<file path="src/rtl/dcal_pkg.sv">
package dcal_pkg;

    typedef enum logic [2:0] {
        S_IDLE,
        S_C_CHECK,
        S_C_DIV,
        S_F_CHECK,
        S_F_DIV,
        S_DONE
    } dcal_state_e;

    typedef enum logic [1:0] {
        ERR_NONE        = 2'd0,
        ERR_ZERO_COUNT  = 2'd1,
        ERR_ZERO_RESULT = 2'd2
    } dcal_err_e;

    localparam int PHASE_COUNT = 2;

endpackage

</file>
<file path="src/rtl/dcal_operands.sv">
module dcal_operands #(
    parameter int IN_W  = 16,
    parameter int MULT  = 88,
    parameter int NUM_W = 36,
    parameter int DEN_W = 26
) (
    input  logic [IN_W-1:0]  period,
    input  logic [IN_W-1:0]  ref_cnt,
    input  logic [IN_W-1:0]  dly_cnt,
    output logic [NUM_W-1:0] num,
    output logic [DEN_W-1:0] den
);

    // Dividend: ten times period times reference count.
    assign num = NUM_W'(10) * NUM_W'(period) * NUM_W'(ref_cnt);
    // Divisor: twice the hard multiplier times the delay count.
    assign den = DEN_W'(2 * MULT) * DEN_W'(dly_cnt);

endmodule

</file>
<file path="src/rtl/dcal_divider.sv">
module dcal_divider #(
    parameter int NUM_W = 36,
    parameter int DEN_W = 26,
    parameter int Q_W   = 32
) (
    input  logic             clk,
    input  logic             rst_n,
    input  logic             load,
    input  logic [NUM_W-1:0] num,
    input  logic [DEN_W-1:0] den,
    output logic [Q_W-1:0]   quo,
    output logic             fin
);

    localparam int CNT_W = $clog2(NUM_W + 1);

    logic [NUM_W-1:0] quo_r;
    logic [DEN_W-1:0] rem_r;
    logic [DEN_W-1:0] den_r;
    logic [CNT_W-1:0] cnt_r;
    logic             run_r;
    logic [DEN_W:0]   trial;
    logic             ge;

    assign trial = {rem_r, quo_r[NUM_W-1]};
    assign ge    = (trial >= {1'b0, den_r});

    always_ff @(posedge clk or negedge rst_n) begin
        if (!rst_n) begin
            quo_r <= '0;
            rem_r <= '0;
            den_r <= '0;
            cnt_r <= '0;
            run_r <= 1'b0;
            fin   <= 1'b0;
        end else begin
            fin <= 1'b0;
            if (load) begin
                quo_r <= num;
                rem_r <= '0;
                den_r <= den;
                cnt_r <= CNT_W'(NUM_W);
                run_r <= 1'b1;
            end else if (run_r) begin
                quo_r <= {quo_r[NUM_W-2:0], ge};
                rem_r <= ge ? DEN_W'(trial - {1'b0, den_r}) : DEN_W'(trial);
                cnt_r <= cnt_r - 1'b1;
                if (cnt_r == CNT_W'(1)) begin
                    run_r <= 1'b0;
                    fin   <= 1'b1;
                end
            end
        end
    end

    // Quotient truncated to the result width.
    assign quo = quo_r[Q_W-1:0];

    // a zero divisor is never loaded
    a_r4_no_zero_divisor: assert property (@(posedge clk) disable iff (!rst_n)
        load |-> (den != '0));

    // partial remainder stays below the divisor while iterating
    a_r2_rem_bound: assert property (@(posedge clk) disable iff (!rst_n)
        run_r |-> (rem_r < den_r));

    // a finish pulse lasts one cycle
    a_r12_fin_pulse: assert property (@(posedge clk) disable iff (!rst_n)
        fin |=> !fin);

endmodule

</file>
<file path="src/rtl/dcal_param_calc.sv">
module dcal_param_calc
    import dcal_pkg::*;
#(
    parameter int IN_W   = 16,
    parameter int Q_W    = 32,
    parameter int C_MULT = 88,
    parameter int F_MULT = 264
) (
    input  logic            clk,
    input  logic            rst_n,
    input  logic            start,
    input  logic [IN_W-1:0] ref_period,
    input  logic [IN_W-1:0] crs_ref_cnt,
    input  logic [IN_W-1:0] crs_dly_cnt,
    input  logic [IN_W-1:0] fin_ref_cnt,
    input  logic [IN_W-1:0] fin_dly_cnt,
    output logic            busy,
    output logic            done,
    output logic [1:0]      err_code,
    output logic [Q_W-1:0]  coarse_param,
    output logic [Q_W-1:0]  fine_param
);

    localparam int NUM_W    = 2 * IN_W + 4;
    localparam int MULT_MAX = (C_MULT > F_MULT) ? C_MULT : F_MULT;
    localparam int DEN_W    = IN_W + $clog2(2 * MULT_MAX + 1);

    dcal_state_e     state_q, state_d;
    dcal_err_e       err_q;
    logic [IN_W-1:0] per_q;
    logic [IN_W-1:0] ref_q [PHASE_COUNT];
    logic [IN_W-1:0] dly_q [PHASE_COUNT];
    logic [Q_W-1:0]  coarse_q, fine_q;

    logic [NUM_W-1:0] num_a [PHASE_COUNT];
    logic [DEN_W-1:0] den_a [PHASE_COUNT];
    logic [NUM_W-1:0] num_sel;
    logic [DEN_W-1:0] den_sel;
    logic             phase_fine;
    logic             launch;
    logic             accept;
    logic             div_fin;
    logic [Q_W-1:0]   div_quo;

    // One operand builder per phase, each with its own hard multiplier.
    for (genvar g = 0; g < PHASE_COUNT; g++) begin : g_phase
        localparam int MULT = (g == 0) ? C_MULT : F_MULT;
        dcal_operands #(
            .IN_W (IN_W),
            .MULT (MULT),
            .NUM_W(NUM_W),
            .DEN_W(DEN_W)
        ) u_ops (
            .period (per_q),
            .ref_cnt(ref_q[g]),
            .dly_cnt(dly_q[g]),
            .num    (num_a[g]),
            .den    (den_a[g])
        );
    end

    assign phase_fine = (state_q == S_F_CHECK) || (state_q == S_F_DIV);
    assign num_sel    = phase_fine ? num_a[1] : num_a[0];
    assign den_sel    = phase_fine ? den_a[1] : den_a[0];

    dcal_divider #(
        .NUM_W(NUM_W),
        .DEN_W(DEN_W),
        .Q_W  (Q_W)
    ) u_div (
        .clk  (clk),
        .rst_n(rst_n),
        .load (launch),
        .num  (num_sel),
        .den  (den_sel),
        .quo  (div_quo),
        .fin  (div_fin)
    );

    assign accept = start && ((state_q == S_IDLE) || (state_q == S_DONE));

    // State register
    always_ff @(posedge clk or negedge rst_n) begin
        if (!rst_n) state_q <= S_IDLE;
        else        state_q <= state_d;
    end

    // Next state and divider launch
    always_comb begin
        state_d = state_q;
        launch  = 1'b0;
        unique case (state_q)
            S_IDLE, S_DONE: begin
                if (start) state_d = S_C_CHECK;
            end
            S_C_CHECK: begin
                if (dly_q[0] == '0) begin
                    state_d = S_DONE;
                end else begin
                    launch  = 1'b1;
                    state_d = S_C_DIV;
                end
            end
            S_C_DIV: begin
                if (div_fin) state_d = (div_quo == '0) ? S_DONE : S_F_CHECK;
            end
            S_F_CHECK: begin
                if (dly_q[1] == '0) begin
                    state_d = S_DONE;
                end else begin
                    launch  = 1'b1;
                    state_d = S_F_DIV;
                end
            end
            S_F_DIV: begin
                if (div_fin) state_d = S_DONE;
            end
            default: state_d = S_IDLE;
        endcase
    end

    // Captured inputs, results and error code
    always_ff @(posedge clk or negedge rst_n) begin
        if (!rst_n) begin
            per_q    <= '0;
            ref_q[0] <= '0;
            ref_q[1] <= '0;
            dly_q[0] <= '0;
            dly_q[1] <= '0;
            coarse_q <= '0;
            fine_q   <= '0;
            err_q    <= ERR_NONE;
        end else if (accept) begin
            per_q    <= ref_period;
            ref_q[0] <= crs_ref_cnt;
            ref_q[1] <= fin_ref_cnt;
            dly_q[0] <= crs_dly_cnt;
            dly_q[1] <= fin_dly_cnt;
            coarse_q <= '0;
            fine_q   <= '0;
            err_q    <= ERR_NONE;
        end else begin
            unique case (state_q)
                S_C_CHECK: if (dly_q[0] == '0) err_q <= ERR_ZERO_COUNT;
                S_F_CHECK: if (dly_q[1] == '0) err_q <= ERR_ZERO_COUNT;
                S_C_DIV: if (div_fin) begin
                    coarse_q <= div_quo;
                    if (div_quo == '0) err_q <= ERR_ZERO_RESULT;
                end
                S_F_DIV: if (div_fin) begin
                    fine_q <= div_quo;
                    if (div_quo == '0) err_q <= ERR_ZERO_RESULT;
                end
                default: ;
            endcase
        end
    end

    // Outputs
    always_comb begin
        busy = (state_q != S_IDLE) && (state_q != S_DONE);
        done = (state_q == S_DONE);
    end

    assign err_code     = err_q;
    assign coarse_param = coarse_q;
    assign fine_param   = fine_q;

    // an accepted start leaves busy set and done clear
    a_r11_accept: assert property (@(posedge clk) disable iff (!rst_n)
        (start && !busy) |=> (busy && !done));

    // held results do not move without a start
    a_r9_hold: assert property (@(posedge clk) disable iff (!rst_n)
        (done && !start) |=> (done && $stable(coarse_param) && $stable(fine_param)
                              && $stable(err_code)));

    // captured inputs never change while busy
    a_r10_busy_latch: assert property (@(posedge clk) disable iff (!rst_n)
        busy |=> ($stable(per_q) && $stable(dly_q[0]) && $stable(dly_q[1])
                  && $stable(ref_q[0]) && $stable(ref_q[1])));

    // fine phase is reached only after a good coarse result
    a_r8_coarse_first: assert property (@(posedge clk) disable iff (!rst_n)
        (state_q == S_F_CHECK) |-> ((coarse_q != '0) && (err_q == ERR_NONE)));

    // zero coarse count leaves both results at zero
    a_r4_zero_count: assert property (@(posedge clk) disable iff (!rst_n)
        (done && (dly_q[0] == '0)) |-> ((coarse_q == '0) && (fine_q == '0)
                                        && (err_q == ERR_ZERO_COUNT)));

endmodule

</file>
<file path="config.mk">
export PLATFORM = sky130hd
export DESIGN_NAME = dcal_param_calc
export DESIGN_NICKNAME = d
export VERILOG_FILES = /design/src/rtl/dcal_pkg.sv /design/src/rtl/dcal_operands.sv /design/src/rtl/dcal_divider.sv /design/src/rtl/dcal_param_calc.sv
export SDC_FILE = /design/constraint.sdc
export NUM_CORES = 2
export LEC_CHECK = 0
export ABC_AREA = 1
export BUFFER_PORTS_ARGS = -buffer_cell sky130_fd_sc_hd__buf_4
export CAP_MARGIN = 20
export CORE_AREA = 2 2 270 272
export CTS_BUF_LIST = sky130_fd_sc_hd__clkbuf_8
export DETAILED_ROUTE_END_ITERATION = 7
export DIE_AREA = 0 0 272 274
export HOLD_SLACK_MARGIN = 0.02
export PLACE_DENSITY = 0.74
export SYNTH_ARGS = -nofsm -noshare
export SYNTH_HDL_FRONTEND = slang
export SYNTH_HIERARCHICAL = 1
export SYNTH_SLANG_ARGS = --single-unit
</file>
<file path="constraint.sdc">
create_clock -name clk -period 9.6 [get_ports clk]
set_input_delay 1.92 -clock clk [delete_from_list [all_inputs] [get_ports clk]]
set_output_delay 1.92 -clock clk [all_outputs]
set_load 0.005 [all_outputs]
</file>
# [After elaboration in Yosys (flattened, before gate mapping)]
# Index checks and enable logic that the tools add are counted.
[classes] reduce_logical=20 n_lt_le_gt_ge=1 n_mul=5 n_eq_ne=14 n_mux=36 addsub=2
[ops] operator="$mux 32" n=5
[ops] operator="$mux 36" n=3
[ops] operator="$mux 26" n=4
[ops] operator="$mul 19x16->35" n=2
[ops] operator="$logic_not 16->1" n=2
[ops] operator="$logic_not 32->1" n=1
[ops] operator="$ge 27x26->1" n=1
[ops] operator="$sub 26x26->26" n=1
[ops] operator="$mul 6x16->22 const A" n=1
[ops] operator="$mul 4x16->20 const A" n=1
[ops] operator="$mul 3x16->19 const A" n=1
[ops] operator="$mux 3" n=5
[ops] operator="$pmux 3 s5" n=1
[ops] operator="$mux 6" n=2
[ops] operator="$mux 2" n=5
[ops] operator="$mux 1" n=9
[ops] operator="$reduce_bool 2->1" n=4
[ops] operator="$eq 3x2->1 const B" n=2
[ops] operator="$eq 3x3->1 const B" n=2
[ops] operator="$eq 6x1->1 const B" n=1
[ops] operator="$ne 3x1->1 const B" n=2
[ops] operator="$ne 3x3->1 const B" n=2
[ops] operator="$pmux 2 s3" n=1
[ops] operator="$sub 6x1->6 const B" n=1
[ops] operator="other kinds (14)" n=19
[word_totals] output_inout_bits=68 inputBits=83 register_bits=245 wordCells=93

# [Depth between registers and ports, before layout]
[depth] ltp_word=5 depth_mapped=39 mapped_depth_nobuf=39

# [By module]
# The synthesis kept the hierarchy.
[modules_own_cells] mod="dcal_operands (g_phase[0].u_ops)" area_per_inst_um2=13265.2 n_inst=1 cells_each=1888
[modules_own_cells] mod="dcal_operands (g_phase[1].u_ops)" area_per_inst_um2=12560.8 n_inst=1 cells_each=1754
[modules_own_cells] mod="dcal_param_calc" area_per_inst_um2=6693.9 n_inst=1 cells_each=896
[modules_own_cells] mod="dcal_divider" area_per_inst_um2=6501.2 n_inst=1 cells_each=930

# [Worst setup path before layout]
# OpenSTA, ideal clock, no wires.
[synth_path] kind="flip-flop to flip-flop" from="register per_q[3]" to="register u_div.quo_r[34]" synth_period_minus_slack_ns=6.763 path_buffers=0 stages_incl_launch_ff=32 required_ns=9.466 path_slack_ns=2.837 t_arrival_ns=6.629 cell_sequence="dfrtp_1 -> ha_1 -> ha_1 -> inv_1 -> fa_1 -> inv_1 -> nand3_1 -> nand3_1 -> xor2_2 -> inv_1 -> nor2_1 -> fa_1 -> fa_1 -> fa_1 -> fa_1 -> fa_1 -> inv_1 -> fa_1 -> inv_1 -> ha_1 -> nand2_1 -> nand2_1 -> a21oi_1 -> nand2_1 -> a21oi_1 -> nand2_1 -> nand2_1 -> nand2_1 -> nand2_1 -> nand2_1 -> a22oi_1 -> o21ai_0"
[synth_rtl] item="start, declared" line_no="dcal_param_calc.sv:30" text="logic [IN_W-1:0] per_q;"
[synth_rtl] item="start signal, assigned" line_no="dcal_param_calc.sv:134" text="per_q <= ref_period;"
[synth_rtl] item="end signal, assigned" line_no="dcal_divider.sv:39" text="quo_r <= num;"
[synth_rtl] item="end signal, assigned" line_no="dcal_divider.sv:45" text="quo_r <= {quo_r[NUM_W-2:0], ge};"
[synth_rtl] item="end, declared" line_no="dcal_divider.sv:17" text="logic [NUM_W-1:0] quo_r;"

==> flow_summary.rst <==
.. list-table::
   :header-rows: 1

   * - Metric
     - Value
   * - Async S/R FF share, synth
     - 1.000
   * - Number of detailed-route iterations in the first pass
     - 7
   * - Post-synth EDFFs
     - 0
   * - Post-DP HPWL
     - 86950 um
   * - Clock transition at the registers of the reported paths
     - 0.06 ns
   * - Vias in the first global route
     - 34950
   * - Top post-synthesis cells by area
     - fa_1, nand2_1, dfrtp_1
   * - First-pass GRT wire length
     - 179700 um
   * - Gate count of the mapped netlist
     - 5468
   * - Avg Vias per Cell
     - 5.228
   * - Global route overflow
     - 0
   * - Routed WL per cell
     - 16.78 um
   * - Total number of placement rows
     - 99
   * - Total of flip-flops plus latches after synthesis
     - 245
   * - Fraction of the mapped netlist area in simple logic gates
     - 0.2733
   * - Share of synthesized cell area in full adder, half adder and majority cells
     - 0.3686
   * - Total number of nets in the final design
     - 6427
   * - RSZ-0062 raised after global routing
     - false
   * - Initial standard-cell utilization of the core
     - 0.5422
   * - Die span in y
     - 274 um
   * - Top-level I/O count
     - 151
   * - Worst Max-Slew Pin Slew
     - 1.031 ns
   * - DRC errors left
     - 0
   * - Shortest clock period the worst path allows after layout
     - 8.124 ns
   * - Standard cell core area
     - 71970 um2
   * - Avg Inst Size Synth
     - 7.136 um2
   * - Worst Path Arrival
     - 8.59 ns
   * - Critical Path Slowest Stage Cell
     - xor2_2
   * - Post-route setup slack
     - 1.476 ns
   * - CP peak stage delay
     - 0.73 ns
   * - Final critical-path share of the clock period
     - 0.8463
   * - Startpoint Class
     - flop
   * - Max Transition Viols Final
     - 0
   * - Timing-limited maximum frequency
     - 123.1 MHz
   * - Global-route total usage across every layer
     - 0.3025
   * - Routability congestion estimate from global placement
     - 1.005
   * - Crit Path Class
     - reg -> reg
   * - Worst voltage drop across the vdd grid
     - 0.0001033 V
   * - Clock Skews
     - 0.04361 ns
   * - Multiplexer share of the synthesized area
     - 0
   * - Area of the die
     - 74530 um2
   * - H-tree depth
     - 2
   * - Power density over the cells
     - 53.75 nW/um2
   * - Max Fanout on Critical Path
     - 34
   * - Number of buffers inserted to repair setup after CTS
     - 0
   * - Maximum number of pins on one net before global-route repair
     - 155
   * - CTS tree
     - yes
   * - Critical path endpoint category
     - flop
   * - Distinct cell type count of the synthesized netlist
     - 56
   * - Synth-to-layout area growth
     - 6.522%
   * - Leakage component of the power
     - 24.54 nW
   * - Number of sinks on the clock net
     - 245
   * - Post-place setup slack
     - 1.568 ns
   * - Overall power of the completed layout
     - 2.234 mW
   * - Type of the tightest min-delay check
     - reg -> reg
   * - Total wire length after detailed routing
     - 108800 um
   * - XOR/XNOR share of the synthesized area
     - 0.01808
   * - Number of endpoints with negative hold slack in the final report
     - 0
   * - Max-cap violation count
     - 0
   * - Leading area contributor after synthesis
     - fa_1
   * - Setup TNS after final layout
     - 0 ns
   * - Register-to-Register Path Depth
     - 35
   * - Final design utilization
     - 0.5776
   * - Hold_buf cts
     - 0
   * - Die width
     - 272 um
   * - Antenna Nets Post-Route
     - 0
   * - Number of buffers added by the clock tree synthesis step
     - 46
   * - Post-synthesis instance area
     - 39020 um2
   * - Critical Path Most Common Cell
     - nand2_1
   * - Clock latency on the worst-skew pair
     - 0.66 ns
   * - Number of vias after detailed routing
     - 33880
   * - Result of the run
     - finished, final reports clean
   * - Initial antenna violation count
     - 1
   * - Commonest cells in the synthesized netlist
     - nand2_1, inv_1, fa_1, nor2_1, ha_1
   * - Final number of setup-violating endpoints
     - 0
   * - PortBufs
     - 150
   * - Most frequently used flop master after synthesis
     - dfrtp_1
   * - Most frequent cell after synthesis
     - nand2_1
   * - Crit path required time
     - 10.06 ns
   * - Filler Cells Inserted
     - 6907
   * - Max transition margin
     - 0.3126
   * - DRT iter0 DRCs
     - 2653
   * - Dominant combinational cell family by area after synthesis
     - adder cells
   * - Synth Warn #
     - 6
   * - Portion of synthesized cell area occupied by the leading cell type
     - 0.2509
   * - Fraction of the yosys area taken by sequential cells
     - 0.1571
   * - Compound-cell area share of the yosys netlist
     - 0.04342
   * - Clk Tree Root Cell
     - clkbuf_8
   * - Share of layout cells above drive strength 1
     - 0.06013
   * - Total placed instance area
     - 40510 um2
   * - Cell depth of the worst min-delay path
     - 2
   * - Post-cts resize count
     - 0
   * - Number of buffers between clock root and the deepest sink
     - 3
   * - Final Cell Area
     - 41570 um2
## layout by cell type, fill, tap and decap left out, types with 52 or more instances in the layout
cell type | netlist | final
dfrtp_1 | 245 | 245
nor2_1 | 399 | 397
inv_1 | 1145 | 1157
o21ai_0 | 85 | 85
ha_1 | 367 | 367
fa_1 | 489 | 489
a21oi_1 | 103 | 103
nand2_1 | 1858 | 1857
clkbuf_8 | 0 | 58
buf_4 | 56 | 170
nand3_1 | 262 | 262
xor2_1 | 52 | 52
## per-stage QoR
step,std cells,hold slack [ns]
after detailed placement,6397,0.4742
final,6481,0.4865
after global routing,6481,0.5140
after global placement,6397,0.4677
after floorplan,5478,0.4459
after CTS,6478,0.4897
## sequential cells by signal, summed over array words and instances (netlist names)
name          cells
u_div/quo_r      36
coarse_param     32
dly_q            32
fine_param       32
ref_q            32
u_div/den_r      26
u_div/rem_r      26
per_q            16
u_div/cnt_r       6
state_q           3
err_code          2
u_div/fin         1
u_div/run_r       1
## path summary, 6_finish.rpt
kind,start,to,slack [ns]
setup / recovery,per_q[0]$_DFFE_PN0P_,u_div/quo_r[25]$_DFFE_PN0P_,1.48
hold / removal,coarse_param[3]$_DFFE_PN0P_,coarse_param[3]$_DFFE_PN0P_,0.49
setup reg to reg,per_q[0]$_DFFE_PN0P_,u_div/quo_r[25]$_DFFE_PN0P_,1.48
hold reg to reg,coarse_param[3]$_DFFE_PN0P_,coarse_param[3]$_DFFE_PN0P_,0.49
max in group asynchronous,rst_n,fine_param[14]$_DFFE_PN0P_,6.89
min in group asynchronous,rst_n,dly_q[24]$_DFFE_PN0P_,1.32
## critical path: cells and delay by family, from the launching register on
kind                     cells  cell delay [ns]
AO/OA/AOI/OAI                1             0.11
adder cells (fa/ha/maj)     10             4.34
flip-flops                   1             0.37
AND/OR/NAND/NOR             14             1.48
XOR/XNOR                     1             0.73
buffers and inverters        9             0.92
## per-layer routing
layer / global-route usage / part of all wire / up-vias
li1: - / - / 16280
met1: 0.3649 / 0.40 / 15990
met2: 0.5358 / 0.49 / 1250
met3: 0.03897 / 0.063 / 363
met4: 0.1450 / 0.054 / 0
met5: 0 / 0 / -
## where the power goes
group / switching (mW) / internal [mW] / leakage [nW] / total [mW]
Combinational: 0.0269 / 0.0225 / 20.6 / 0.0494
Clock: 0.496 / 0.656 / 0.569 / 1.15
Sequential: 0 / 1.03 / 3.38 / 1.03
## final cells by class
class | instances | area [um2] | share of cell area
antenna | 1 | 2.502 | 0.00006020
inverter | 1162 | 4367 | 0.1051
clock buffer | 58 | 798.3 | 0.01920
timing repair buffer | 173 | 1331 | 0.03203
clock inverter | 23 | 226.5 | 0.005448
sequential | 245 | 6131 | 0.1475
multi-input combinational | 3860 | 27510 | 0.6618
tap | 959 | 1200 | 0.02887
## cell families (layout without fill, tap and decap cells)
kind of cell    Yosys count  after routing
xor+xnor                 72             72
other cells               2             13
buf+inv                1373           1416
compound gates          291            291
fa+ha+maj               856            856
flops                   245            245
simple gates           2629           2629
(Power assumes the default switching activity.)
